===== src/rtl/twin_dma_pkg.sv =====
package twin_dma_pkg;
  typedef enum logic [2:0] {
    PH_IDLE = 3'd0,
    PH_REQ  = 3'd1,
    PH_ADDR = 3'd2,
    PH_STRB = 3'd3,
    PH_REL  = 3'd4
  } phase_t;

  localparam int CH_TX = 0;
  localparam int CH_RX = 1;
  localparam int NCH   = 2;
endpackage


===== src/rtl/dma2_addr_ctr.sv =====
module dma2_addr_ctr #(
  parameter int AW = 16
) (
  input  logic          clk,
  input  logic          mrst,
  input  logic          ld,
  input  logic [AW-1:0] ld_val,
  input  logic          step,
  output logic [AW-1:0] addr
);
  always_ff @(posedge clk) begin
    if (mrst)      addr <= '0;
    else if (ld)   addr <= ld_val;
    else if (step) addr <= addr + AW'(1);
  end


  step_inc_chk: assert property (@(posedge clk) disable iff (mrst)
    (step && !ld) |=> (addr == $past(addr) + AW'(1)));


  load_take_chk: assert property (@(posedge clk) disable iff (mrst)
    ld |=> (addr == $past(ld_val)));
endmodule


===== src/rtl/dma2_arb.sv =====
module dma2_arb (
  input  logic clk,
  input  logic mrst,
  input  logic tx_req,
  input  logic rx_req,
  input  logic tx_ack,
  input  logic rx_ack,
  output logic any_req,
  output logic pick_rx
);
  logic tx_older;
  logic tx_live, rx_live, pick_tx;

  // a request acknowledged this cycle is consumed; a held valid is a new one
  assign tx_live = tx_req && !tx_ack;
  assign rx_live = rx_req && !rx_ack;
  assign pick_tx = tx_live && (!rx_live || tx_older);
  assign pick_rx = rx_live && !pick_tx;
  assign any_req = tx_live || rx_live;

  always_ff @(posedge clk) begin
    if (mrst) tx_older <= 1'b0;
    else      tx_older <= tx_live && (!rx_live || tx_older);
  end


  tie_rx_chk: assert property (@(posedge clk) disable iff (mrst)
    (tx_req && rx_req && !$past(tx_req) && !$past(rx_req)) |-> pick_rx);
endmodule


===== src/rtl/dma2_seq.sv =====
module dma2_seq import twin_dma_pkg::*; (
  input  logic   clk,
  input  logic   mrst,
  input  logic   any_req,
  input  logic   pick_rx,
  input  logic   gnt_act,
  output phase_t phase,
  output logic   sel_rx
);
  always_ff @(posedge clk) begin
    if (mrst) begin
      phase  <= PH_IDLE;
      sel_rx <= 1'b0;
    end else begin
      case (phase)
        PH_IDLE: if (any_req) begin
          phase  <= PH_REQ;
          sel_rx <= pick_rx;
        end
        PH_REQ:  if (gnt_act) phase <= PH_ADDR;
        PH_ADDR: phase <= PH_STRB;
        PH_STRB: phase <= PH_REL;
        default: phase <= PH_IDLE;
      endcase
    end
  end


  addr_then_strb_chk: assert property (@(posedge clk) disable iff (mrst)
    (phase == PH_ADDR) |=> (phase == PH_STRB && sel_rx == $past(sel_rx)));
endmodule


===== src/rtl/twin_byte_dma.sv =====
module twin_byte_dma import twin_dma_pkg::*; #(
  parameter int DW = 8
) (
  input  logic            clk,
  input  logic            mrst,
  input  logic            pol_low,
  output logic            bus_req_o,
  input  logic            bus_gnt_i,
  input  logic            tx_valid,
  output logic            tx_ready,
  output logic [DW-1:0]   tx_byte,
  input  logic            tx_ld,
  input  logic            rx_valid,
  output logic            rx_ready,
  input  logic [DW-1:0]   rx_byte,
  input  logic            rx_ld,
  input  logic [2*DW-1:0] ld_addr,
  output logic [DW-1:0]   mem_a_lo,
  output logic [DW-1:0]   ad_o,
  input  logic [DW-1:0]   ad_i,
  output logic            ad_oe,
  output logic            adr_strobe,
  output logic            adr_en,
  output logic            mem_rd,
  output logic            mem_wr,
  output logic            bus_oe
);
  localparam int AW = 2 * DW;

  phase_t          phase;
  logic            sel_rx, pick_rx, any_req, gnt_act, req_act, in_bus, data_ph;
  logic [NCH-1:0]  ld_v, step_v;
  logic [AW-1:0]   addr_q [NCH];
  logic [AW-1:0]   cur_addr;

  assign gnt_act   = bus_gnt_i ^ pol_low;
  assign req_act   = (phase != PH_IDLE);
  assign bus_req_o = req_act ^ pol_low;

  dma2_arb u_arb (
    .clk     (clk),
    .mrst    (mrst),
    .tx_req  (tx_valid),
    .rx_req  (rx_valid),
    .tx_ack  (tx_ready),
    .rx_ack  (rx_ready),
    .any_req (any_req),
    .pick_rx (pick_rx)
  );

  dma2_seq u_seq (
    .clk     (clk),
    .mrst    (mrst),
    .any_req (any_req),
    .pick_rx (pick_rx),
    .gnt_act (gnt_act),
    .phase   (phase),
    .sel_rx  (sel_rx)
  );

  assign ld_v[CH_TX]   = tx_ld;
  assign ld_v[CH_RX]   = rx_ld;
  assign step_v[CH_TX] = tx_ready;
  assign step_v[CH_RX] = rx_ready;

  for (genvar c = 0; c < NCH; c++) begin : g_ch
    dma2_addr_ctr #(.AW(AW)) u_ctr (
      .clk    (clk),
      .mrst   (mrst),
      .ld     (ld_v[c]),
      .ld_val (ld_addr),
      .step   (step_v[c]),
      .addr   (addr_q[c])
    );
  end

  assign cur_addr   = sel_rx ? addr_q[CH_RX] : addr_q[CH_TX];
  assign in_bus     = (phase == PH_ADDR) || (phase == PH_STRB) || (phase == PH_REL);
  assign data_ph    = (phase == PH_STRB) || (phase == PH_REL);

  assign bus_oe     = in_bus;
  assign adr_en     = in_bus;
  assign adr_strobe = (phase == PH_ADDR);
  assign mem_a_lo   = in_bus ? cur_addr[DW-1:0] : '0;
  assign ad_oe      = (phase == PH_ADDR) || (sel_rx && data_ph);
  assign ad_o       = (phase == PH_ADDR)  ? cur_addr[AW-1:DW] :
                      (sel_rx && data_ph) ? rx_byte : '0;
  assign mem_rd     = (phase == PH_STRB) && !sel_rx;
  assign mem_wr     = (phase == PH_STRB) && sel_rx;
  assign tx_ready   = (phase == PH_REL) && !sel_rx;
  assign rx_ready   = (phase == PH_REL) && sel_rx;

  always_ff @(posedge clk) begin
    if (mrst)        tx_byte <= '0;
    else if (mem_rd) tx_byte <= ad_i;
  end


  drive_needs_grant_chk: assert property (@(posedge clk) disable iff (mrst)
    bus_oe |-> gnt_act);


  release_drop_chk: assert property (@(posedge clk) disable iff (mrst)
    (tx_ready || rx_ready) |=> !(bus_req_o ^ pol_low));


  single_ready_chk: assert property (@(posedge clk) disable iff (mrst)
    (tx_ready || rx_ready) |=> !(tx_ready || rx_ready));


  strobe_excl_chk: assert property (@(posedge clk) disable iff (mrst)
    $onehot0({mem_rd, mem_wr, adr_strobe}));


  reset_quiet_chk: assert property (@(posedge clk)
    $past(mrst) |-> (!bus_oe && !tx_ready && !rx_ready));
endmodule


===== config.mk =====
export PLATFORM = sky130hd
export DESIGN_NAME = twin_byte_dma
export DESIGN_NICKNAME = d
export VERILOG_FILES = /design/src/rtl/twin_dma_pkg.sv /design/src/rtl/dma2_addr_ctr.sv /design/src/rtl/dma2_arb.sv /design/src/rtl/dma2_seq.sv /design/src/rtl/twin_byte_dma.sv
export SDC_FILE = /design/constraint.sdc
export NUM_CORES = 1
export LEC_CHECK = 0
export ABC_CLOCK_PERIOD_IN_PS = 2400
export BUFFER_PORTS_ARGS = -buffer_cell sky130_fd_sc_hd__buf_2
export CORE_MARGIN = 3
export CORE_UTILIZATION = 55
export CTS_BUF_LIST = sky130_fd_sc_hd__clkbuf_2 sky130_fd_sc_hd__clkbuf_4 sky130_fd_sc_hd__clkbuf_8
export DETAILED_ROUTE_END_ITERATION = 16
export GPL_TIMING_DRIVEN = 0
export HOLD_SLACK_MARGIN = 0.02
export PLACE_DENSITY_LB_ADDON = 0.05
export SLEW_MARGIN = 25
export SYNTH_ARGS = -nofsm -noshare
export SYNTH_HDL_FRONTEND = slang
export SYNTH_HIERARCHICAL = 1
export SYNTH_SLANG_ARGS = --single-unit

===== constraint.sdc =====
create_clock -name clk -period 2.4 [get_ports clk]
set_input_delay 0.24 -clock clk [delete_from_list [all_inputs] [get_ports clk]]
set_output_delay 0.24 -clock clk [all_outputs]
set_load 0.05 [all_outputs]

==> results_dict.tcl <==
set metrics [dict create \
    status "finished clean" \
    num_vias 2593 \
    dieHeight_um 79.1 \
    grt_overflow 0 \
    wirelength_um 7000 \
    dpl.hpwl_um 5370 \
    clk_latency_ns 0.29 \
    drt_iter0_drc 136 \
    fin_crit_sh_pct 93.6 \
    hold_slack_ns 0.190 \
    antennaDiodeCount 0 \
    yosysSeqAreaShare_pct 30.6 \
    fin_setup_tns_ns 0 \
    yosys-top-cells-area "dfxtp_1 (31%), mux2i_1 (11%), xor2_1 (5.7%)" \
    worst_pin_slew_ns 0.574 \
    min_path_type "primary input to register" \
    final_cells 472 \
    endpoint_kind "output pin" \
    portBuffers 70 \
    rsz0062_at_grt "no" \
    crit_chain "or3b_4 > a21oi_4 > o2bb2ai_1 > buf_2" \
    drive_gt1_share_pct 29.4 \
    synth_edf_count 0 \
    maxCapViolCount 0 \
    max_slew_margin_pct 61.7 \
    ir_drop_mv 0.311 \
    grt_max_degree 14 \
    synth_top_area_share_pct 30.6 \
    setup_viol 0 \
    drc 0 \
    fin_util_pct 70.3 \
    crit_path_start_kind "register" \
    ant_nets 0 \
    h-tree-depth 2 \
    cts_hold_buf 0 \
    grt_usage_pct 22.9 \
    async_flop_share_pct 0 \
    path_delay_family "simple AND/OR/NAND/NOR gates" \
    start_util_pct 59.5 \
    cpPeakStageDelay_ns 0.48 \
    critPathRequiredTime_ns 2.16 \
    root_buffer "clkbuf_8" \
    yosys_warnings 6 \
    nNetsFinal 446 \
    cts_tree "done" \
    rows 25 \
    cp_num_buf_inv 1 \
    slew_violations 0 \
    synth_top_flop_cell "dfxtp_1" \
    die_w_um 79.1 \
    first_pass_iters 4 \
    core_um2 4940 \
    syn-cell-area_um2 2940 \
    syn2layout_area_growth_pct 18.2 \
    hold_violations 0 \
    ioPinCount 73 \
    synth.distinct_cells 41 \
    vias_per_cell 5.49 \
    worstSetupPathType "register to output pin" \
    clk_path_buf_depth 2 \
    syn_inst 327 \
    worstPathMaxFanout 8 \
    finalInstanceArea_um2 3480 \
    synth_seq_cells 45 \
    dieArea_um2 6260 \
    fmax_mhz 445 \
    cts.clk_slew.worst_paths_ns 0.08 \
    critPathArrivalTime_ns 2.01 \
    clock_sinks 45 \
    wire_per_inst_um 14.8 \
    routabilityCongestion 0.853 \
    antenna_found_initial 0 \
    syn_nets 369 \
    crit_slowest_cell "or3b_4" \
    place_area_um2 3390 \
    cts_resized 0 \
    grt_pass1_vias 2376 \
    place_inst 464 \
    finClkSkew_ns 0.00830 \
    power_density_nw_per_um2 491 \
    yosys.area.top_type "dfxtp_1" \
    synth.avg_cell_area_um2 8.99 \
    grt_pass1_wl_um 11300 \
    cts_setup_buffers 0 \
    final.min_clock_period_ns 2.25 \
    power_leakage_uw 0.00158 \
    cts_inserted_buffers 5 \
]
==> report_power, final <==
group | internal (uW) | total [uW] | leakage [uW] | switching, uW
combinational | 155 | 388 | 0.00116 | 233
sequential | 791 | 859 | 0.000371 | 67.6
clock | 213 | 461 | 0.0000484 | 247
total | 1160 | 1710 | 0.00158 | 548
==> cell type report <==
cell class	instances	area, um^2
Fill cell	446	1470
Timing Repair Buffer	70	350
Sequential cell	45	901
Clock inverter	2	10.0
Buffer	21	134
Inverter	30	113
Tap cell	67	83.8
Multi-Input combinational cell	231	1810
Clock buffer	6	76.3
==> placed cells by master, fill, tap and decap left out, types with 5 or more instances in the layout <==
master	instances
xnor2_1	11
a21oi_1	26
buf_6	6
clkbuf_8	5
buf_2	72
nand4_1	8
mux2i_1	33
nand3_1	6
o21a_1	20
inv_1	30
clkbuf_1	10
nor3_1	9
nor2_1	32
dfxtp_1	45
nand2_1	11
xor2_1	19
nor4_2	8
o2bb2ai_1	8
==> flip-flops by register name (all words and copies together) (netlist names) <==
| signal | cells |
|---|---|
| g_ch.u_ctr/addr | 32 |
| tx_byte | 8 |
| u_seq/phase | 3 |
| u_arb/tx_older | 1 |
| u_seq/sel_rx | 1 |
==> cells by family (layout without fill, tap and decap cells) <==
| kind of cell | count (synthesis) | in the layout | share of synthesized area (%) |
|---|---|---|---|
| AO/OA/AOI/OAI | 64 | 64 | 14.6 |
| XOR/XNOR | 30 | 30 | 8.94 |
| adder cells (fa/ha/maj) | 2 | 2 | 0.851 |
| buffers and inverters | 51 | 129 | 8.38 |
| flip-flops | 45 | 45 | 30.6 |
| multiplexers | 33 | 33 | 11.2 |
| AND/OR/NAND/NOR | 102 | 102 | 25.3 |
==> metal layers <==
| metal | vias to the layer above | share of wire [%] | global-route usage, % |
|---|---|---|---|
| met1 | 1226 | 45 | 30.6 |
| met5 | - | 0 | 0 |
| met4 | 0 | 0.93 | 5.33 |
| li1 | 1276 | - | - |
| met3 | 8 | 5.4 | 3.51 |
| met2 | 83 | 49 | 38.8 |
==> Yosys cell counts (6+ instances only) <==
cell type  instances
inv_1             30
dfxtp_1           45
xor2_1            19
buf_6              6
nand3_1            6
nand2_1           11
nor3_1             9
xnor2_1           11
mux2i_1           33
o2bb2ai_1          8
clkbuf_1          10
a21oi_1           26
nor4_2             8
nand4_1            8
o21a_1            20
nor2_1            34
==> worst paths after layout <==
check        depth (start not counted)      startpoint  slack (ns)                endpoint
max                                  4  u_seq/phase[2]        0.15                 ad_o[6]
min                                  3         ad_i[7]        0.19              tx_byte[7]
max reg2reg                          8  u_seq/phase[2]        0.15  g_ch[1].u_ctr/addr[12]
min reg2reg                          2    u_seq/sel_rx        0.48            u_seq/sel_rx
==> metrics by stage <==
step	worst slack (ns)	total power, uW
after global placement	0.192	1250
final	0.154	1710
after detailed placement	0.184	1260
after floorplan	0.113	1150
after global routing	0.0391	1800
after CTS	0.150	1720
==> worst min-delay path, delay by kind of cell <==
kind | cells | cell delay, ns
buf+inv | 1 | 0.07
simple gates | 1 | 0.07
mux | 1 | 0.06
No activity file was read; power rests on OpenSTA's default activity.
